`config.mk`:
```
export PLATFORM = sky130hd
export DESIGN_NAME = mac_grid_matmul
export DESIGN_NICKNAME = d
export VERILOG_FILES = /design/src/rtl/mac_grid_matmul.sv
export SDC_FILE = /design/constraint.sdc
export NUM_CORES = 2
export LEC_CHECK = 0
export ABC_AREA = 1
export BUFFER_PORTS_ARGS = -buffer_cell sky130_fd_sc_hd__buf_2
export CAP_MARGIN = 40
export CORE_UTILIZATION = 41
export CTS_CLUSTER_DIAMETER = 100
export DETAILED_ROUTE_END_ITERATION = 7
export PLACE_DENSITY_LB_ADDON = 0.25
export SYNTH_ARGS = -nofsm -noshare
export SYNTH_HDL_FRONTEND = slang
export SYNTH_SLANG_ARGS = --single-unit
```
`constraint.sdc`:
```
create_clock -name clk -period 33.8 [get_ports clk]
set_input_delay 3.38 -clock clk [delete_from_list [all_inputs] [get_ports clk]]
set_output_delay 3.38 -clock clk [all_outputs]
set_load 0.02 [all_outputs]
```
`src/rtl/mac_grid_matmul.sv`:
```
module mac_grid_matmul #(
  parameter int N  = 4,
  parameter int DW = 8,
  parameter int AW = 20
) (
  input  logic                    clk,
  input  logic                    rst_n,
  input  logic                    start,
  input  logic [N*N*DW-1:0]       a_mat,
  input  logic [N*N*DW-1:0]       b_mat,
  output logic                    busy,
  output logic                    out_valid,
  output logic [((N>1)?$clog2(N):1)-1:0] out_idx,
  output logic [N*AW-1:0]         out_row,
  output logic                    done
);
  localparam int CW = $clog2(3*N);
  localparam int IW = (N > 1) ? $clog2(N) : 1;
  localparam logic [CW-1:0] FEED_LAST  = CW'(3*N-3);
  localparam logic [CW-1:0] DRAIN_LAST = CW'(N-1);

  typedef enum logic [1:0] {S_IDLE, S_FEED, S_DRAIN, S_DONE} st_t;

  st_t st;
  logic [CW-1:0] cnt;
  logic [N*N*DW-1:0] a_q, b_q;
  logic signed [DW-1:0] left_in [N];
  logic signed [DW-1:0] top_in  [N];
  logic signed [DW-1:0] a_pipe  [N][N-1];
  logic signed [DW-1:0] b_pipe  [N-1][N];
  logic signed [AW-1:0] acc     [N][N];

  wire accept = (st == S_IDLE) && start;

  always_ff @(posedge clk) begin
    if (!rst_n) begin
      st  <= S_IDLE;
      cnt <= '0;
      a_q <= '0;
      b_q <= '0;
    end else begin
      case (st)
        S_IDLE:  if (start) begin st <= S_FEED; cnt <= '0; a_q <= a_mat; b_q <= b_mat; end
        S_FEED:  if (cnt == FEED_LAST) begin st <= S_DRAIN; cnt <= '0; end else cnt <= cnt + 1'b1;
        S_DRAIN: if (cnt == DRAIN_LAST) begin st <= S_DONE; cnt <= '0; end else cnt <= cnt + 1'b1;
        default: st <= S_IDLE;
      endcase
    end
  end

  always_comb begin
    for (int i = 0; i < N; i++) begin
      left_in[i] = '0;
      top_in[i]  = '0;
      if (st == S_FEED && int'(cnt) >= i && int'(cnt) - i < N) begin
        left_in[i] = a_q[(i*N + int'(cnt) - i)*DW +: DW];
        top_in[i]  = b_q[((int'(cnt) - i)*N + i)*DW +: DW];
      end
    end
  end

  for (genvar i = 0; i < N; i++) begin : g_row
    for (genvar j = 0; j < N; j++) begin : g_col
      logic signed [DW-1:0]   x_in, y_in;
      logic signed [2*DW-1:0] prod;
      logic signed [AW-1:0]   up_acc;

      if (j == 0) begin : g_xe
        assign x_in = left_in[i];
      end else begin : g_xp
        assign x_in = a_pipe[i][j-1];
      end
      if (i == 0) begin : g_ye
        assign y_in   = top_in[j];
        assign up_acc = '0;
      end else begin : g_yp
        assign y_in   = b_pipe[i-1][j];
        assign up_acc = acc[i-1][j];
      end

      assign prod = x_in * y_in;

      always_ff @(posedge clk) begin
        if (!rst_n || accept)      acc[i][j] <= '0;
        else if (st == S_FEED)     acc[i][j] <= acc[i][j] + {{(AW-2*DW){prod[2*DW-1]}}, prod};
        else if (st == S_DRAIN)    acc[i][j] <= up_acc;
      end

      if (j < N-1) begin : g_ax
        always_ff @(posedge clk) begin
          if (!rst_n || accept)  a_pipe[i][j] <= '0;
          else if (st == S_FEED) a_pipe[i][j] <= x_in;
        end
      end
      if (i < N-1) begin : g_by
        always_ff @(posedge clk) begin
          if (!rst_n || accept)  b_pipe[i][j] <= '0;
          else if (st == S_FEED) b_pipe[i][j] <= y_in;
        end
      end
    end
    assign out_row[i*AW +: AW] = acc[N-1][i];
  end

  assign busy      = (st != S_IDLE);
  assign out_valid = (st == S_DRAIN);
  assign done      = (st == S_DONE);
  assign out_idx   = IW'(N-1) - cnt[IW-1:0];

  p_quiet_idle_r1: assert property (@(posedge clk) disable iff (!rst_n)
    !busy |-> (!out_valid && !done));

  p_row_step_r3: assert property (@(posedge clk) disable iff (!rst_n)
    (out_valid && $past(out_valid)) |-> (out_idx == $past(out_idx) - 1'b1));

  p_first_row_r3: assert property (@(posedge clk) disable iff (!rst_n)
    $rose(out_valid) |-> (out_idx == IW'(N-1)));

  p_feed_span_r4: assert property (@(posedge clk) disable iff (!rst_n)
    $rose(out_valid) |-> ($past(st) == S_FEED && $past(cnt) == FEED_LAST));

  p_done_after_last_r5: assert property (@(posedge clk) disable iff (!rst_n)
    done |-> ($past(out_valid) && $past(out_idx) == '0));

  p_done_pulse_r5: assert property (@(posedge clk) disable iff (!rst_n)
    done |=> (!done && !busy));

  p_busy_hold_r6: assert property (@(posedge clk) disable iff (!rst_n)
    (busy && !done) |=> busy);
endmodule

```
After elaboration in Yosys (flattened, before gate mapping)
Memory sizes are Yosys's and may differ from the RTL's.
Index checks and enable logic that the tools add are counted.
- RAM bits: 512
- bits of input ports: 259
- register bits after elaboration: 262
- word-level logic and storage cells: 229
- memories kept: 3
- memory list (memory ; depth ; width ; rd ports ; clocked after Yosys merged registers in ; write ports ; line ; source):
    acc ; 4 ; 80 ; 4 ; 0 ; 4 ; 31 ; logic signed [AW-1:0] acc [N][N];
    a_pipe ; 4 ; 24 ; 4 ; 0 ; 4 ; 29 ; logic signed [DW-1:0] a_pipe [N][N-1];
    b_pipe ; 3 ; 32 ; 3 ; 0 ; 3 ; 30 ; logic signed [DW-1:0] b_pipe [N-1][N];
- reduce and logical (&&, ||, !) cells: 16
- add/subtract/negate cells: 30
- shift operators: 8
- bitwise operators: 56
- multipliers: 16
- multiplexer cells: 81
- eq/ne operators: 8
- magnitude comparators: 7
- operators by type and width (operator ; number):
    20-bit two-way mux ; 32
    128-bit by 11-bit variable part select with 8-bit output ; 3
    128-bit by 9-bit variable part select with 8-bit output ; 3
    20-bit adder ; 16
    8-bit by 8-bit multiplier with 16-bit output ; 16
    8-bit two-way mux ; 32
    128-bit by 10-bit variable part select with 8-bit output ; 1
    128-bit by 8-bit variable part select with 8-bit output ; 1
    1-bit OR ; 56
    7-bit by 3-bit adder with 8-bit output, second input constant ; 2
    5-bit by 4-bit < comparator with 1-bit output, second input constant ; 3
    4-bit two-way mux ; 3
    4-bit one-hot mux with 3 select lines ; 1
    5-bit by 2-bit subtractor with 6-bit output, second input constant ; 2
    4-bit by 4-bit adder with 5-bit output, first input constant ; 2
    4-bit by 2-bit subtractor with 5-bit output, second input constant ; 2
    1-bit two-way mux ; 9
    7-bit by 2-bit adder with 8-bit output, second input constant ; 1
    4-bit by 2-bit >= comparator with 1-bit output, second input constant ; 2
    1-bit logical AND ; 8
    2-bit two-way mux ; 3
    2-bit one-hot mux with 3 select lines ; 1
    5-bit by 1-bit subtractor with 6-bit output, second input constant ; 1
    3-bit by 4-bit adder with 5-bit output, first input constant ; 1
    18 further kinds ; 21

Depth between registers and ports, before layout
- depth after elaboration: 8
- depth in mapped cells: 47

Least setup slack after synthesis
OpenSTA, ideal clock, no wires.
- kind: input -> register
- start: input rst_n
- end: memory acc[0][0] (netlist name), enable pin
- stages: 4
- buffers on the path: 1
- slack: 20.415 ns
- arrival: 10.386 ns
- library setup time: 2.999 ns
- cells stage by stage: buf_4 inv_2 nor2_4 nand3_1
- RTL lines (element ; line ; source):
    start: declaration ; 7 ; input logic rst_n,
    end: declaration ; 31 ;

==> flow_summary.toml <==
[global_route]
track_usage_pct = 24.3
grt_pass1_wl_um = 434000
grt_antenna_before_repair = 7
busiest_layer = "met2"
grt_use_met3_pct = 2.84
grt_pass1_vias = 78900
met2_usage_pct = 39.0
grt_max_degree = 117
overflow = 0
grtUsageMet1_pct = 35.3

[cts]
ctsResizeCount = 0
insertion_delay_ns = 0.79
clock-sinks = 774
cts_tree = "built"
cts_max_path_buffers = 3
clk_pin_slew_worst_paths_ns = 0.06
numCtsBuffers = 102
ctsHoldBuffers = 0
clockRootBuffer = "clkbuf_16"
h-tree-depth = 3
cts_setup_buffers = 0

[yosys]
syn_nets = 14100
synth_edf_count = 512
syn_area_um2 = 91100
async_flop_share_pct = 0
yosys_warnings = 0
postSynthCellCount = 12100
synth_cell_types = 57
yosys_register_bits = 774
yosysSeqAreaShare_pct = 22.6
ys.flop_type = "edfxtp_1"
syn_area_per_cell_um2 = 7.52

[timing]
finalSetupViolCount = 0
drv_slew = 0
worst_slack_ns = 24.65
finClkSkew_ns = 0.0857
hold_viol_final = 0
worst_slew_margin_rel_pct = 39.3
holdWs_ns = 0.477
rsz0062_at_grt = "no"
worst_pin_slew_ns = 0.910
clock.fmax_mhz = 109
setup_tns_ns = 0
period_share_pct = 27.1
min_period_ns = 9.15

[setup_path]
arrival_ns = 9.68
crit_type = "register to register"
cp_slowest_cell = "ha_1"
critPathLaunchType = "register"
cp_slowest_stage_delay_ns = 0.81
critPathMostFrequentCell = "nand2_1"
critPathTopFamily = "adder cells"
cp-end-kind = "register"
worstPathRequired_ns = 34.33
path_buf_inv = 9
cp_max_fo = 56

[status]
outcome = "completed"

[flow_run]
cap_violations = 0

[final_layout]
regArea_um2 = 20600
area_delta_synth_final_pct = 8.13
fin_nets = 14100
multi_input_area_um2 = 59600
post-route-util_pct = 44.7
drive_gt1_share_pct = 5.32
n_fill_cell = 22100

[placed_design]
pre_cts_slack_ns = 24.79
dpl.hpwl_um = 221000
gp_congestion = 0.956
io_buffers = 343

[power_and_ir_drop]
irDropWorstVdd_mv = 0.0525
fin_total_pwr_w = 0.00864
power.density_nw_per_um2 = 87.8
p_leak_nw = 50.0

[route]
drcViolationCount = 0
drt_wl_total_um = 272000
vias_per_cell = 5.16
dr.pass1.iters = 6
drt_iter0_drc = 6347
wire_per_inst_um = 17.9
drtAntennaViolNets = 0
vias = 78300

[hold_path]
min_path_type = "register to register"

[floorplan]
rows = 172
die_y_um = 473
num_io_pins = 344
start_util_pct = 41.4
dieArea_um2 = 224000
chipWidth_um = 473
core_area_um2 = 220000
-- synthesized netlist by cell type, drive strengths merged (12+ instances only) --
master	count	area, um2
nand2	2607	9830
inv	2277	8550
nor2	1444	5480
o21ai	905	4530
fa	896	17900
ha	786	9830
a21oi	706	3530
edfxtp	512	15400
nand3	454	2350
clkbuf	282	1060
dfxtp	262	5250
buf	192	1280
xor2	151	1340
xnor2	130	1140
nand4	87	544
a21o	73	548
o21bai	50	375
o22ai	42	269
a21boi	37	278
o211ai	32	240
a31oi	27	169
or2	27	169
nor3	25	125
mux2i	19	190
nor4	14	87.6
a22o	12	105
nand3b	12	90.1
-- final timing paths --
check	from	end	slack (ns)	cells past startpoint
max	cnt[1]	acc[1][79]	24.65	34
min	b_q[122]	b_q[122]	0.48	2
max reg2reg	cnt[1]	acc[1][79]	24.65	34
min reg2reg	b_q[122]	b_q[122]	0.48	2
-- layer usage --
metal,vias up,wire length [um]
li1,38100,-
met5,-,21
met4,4,4830
met3,301,17000
met2,2352,120000
met1,37600,129000
-- cells by family (layout without fill, tap and decap cells) --
group	count (synthesis)	after routing	synth area share (%)
other	0	1	0
XOR/XNOR	281	281	2.72
flip-flops	774	774	22.6
AO/OA/AOI/OAI	1926	1926	11.4
adder cells (fa/ha/maj)	1682	1682	30.5
AND/OR/NAND/NOR	4674	4674	20.5
multiplexers	19	19	0.209
buffers and inverters	2757	2861	12.0
-- layout by cell type, fill, tap and decap left out, types with 343 or more instances in the layout --
master    netlist  layout
a21oi_1       706     706
buf_2          55     343
edfxtp_1      512     512
fa_1          896     896
ha_1          786     785
inv_1        2264    2263
nand2_1      2593    2591
nand3_1       438     437
nor2_1       1430    1430
o21ai_0       823     823
-- worst register-to-register path, delay by kind of cell (launching register included) --
family / cells / cell delay (ns)
AOI/OAI and AO/OA: 2 / 0.49
and+or+nand+nor: 16 / 2.21
DFF: 1 / 0.31
adders and majority gates: 7 / 3.80
buffers and inverters: 9 / 2.10
-- power breakdown --
| group | leakage, nW | internal (W) | switching, W |
|---|---|---|---|
| Combinational | 40.4 | 0.00188 | 0.00371 |
| Clock | 1.79 | 0.000708 | 0.000497 |
| Sequential | 7.86 | 0.00142 | 0.000425 |
-- final cells by class --
class | instances | area share [%]
multi-input cells | 8582 | 60.5
flip-flops and latches | 774 | 20.9
inverters | 2283 | 8.72
well taps | 2958 | 3.76
clock buffers | 124 | 2.81
repair buffers | 389 | 2.30
clock inverters | 65 | 0.949
diodes | 1 | 0.00254
-- state kept, by name (all words and copies together), names as in the netlist --
name and flops:
acc 320, a_q 128, b_q 128, a_pipe 96
b_pipe 96, cnt 4, st 2
-- through the flow --
stage          instance area [um2]  cells
2_1_floorplan                91100  12100
3_3_place_gp                 94500  15000
3_5_place_dp                 94800  15000
4_1_cts                      98500  15200
5_1_grt                      98500  15200
6_report                     98500  15200
(Power assumes the default switching activity.)
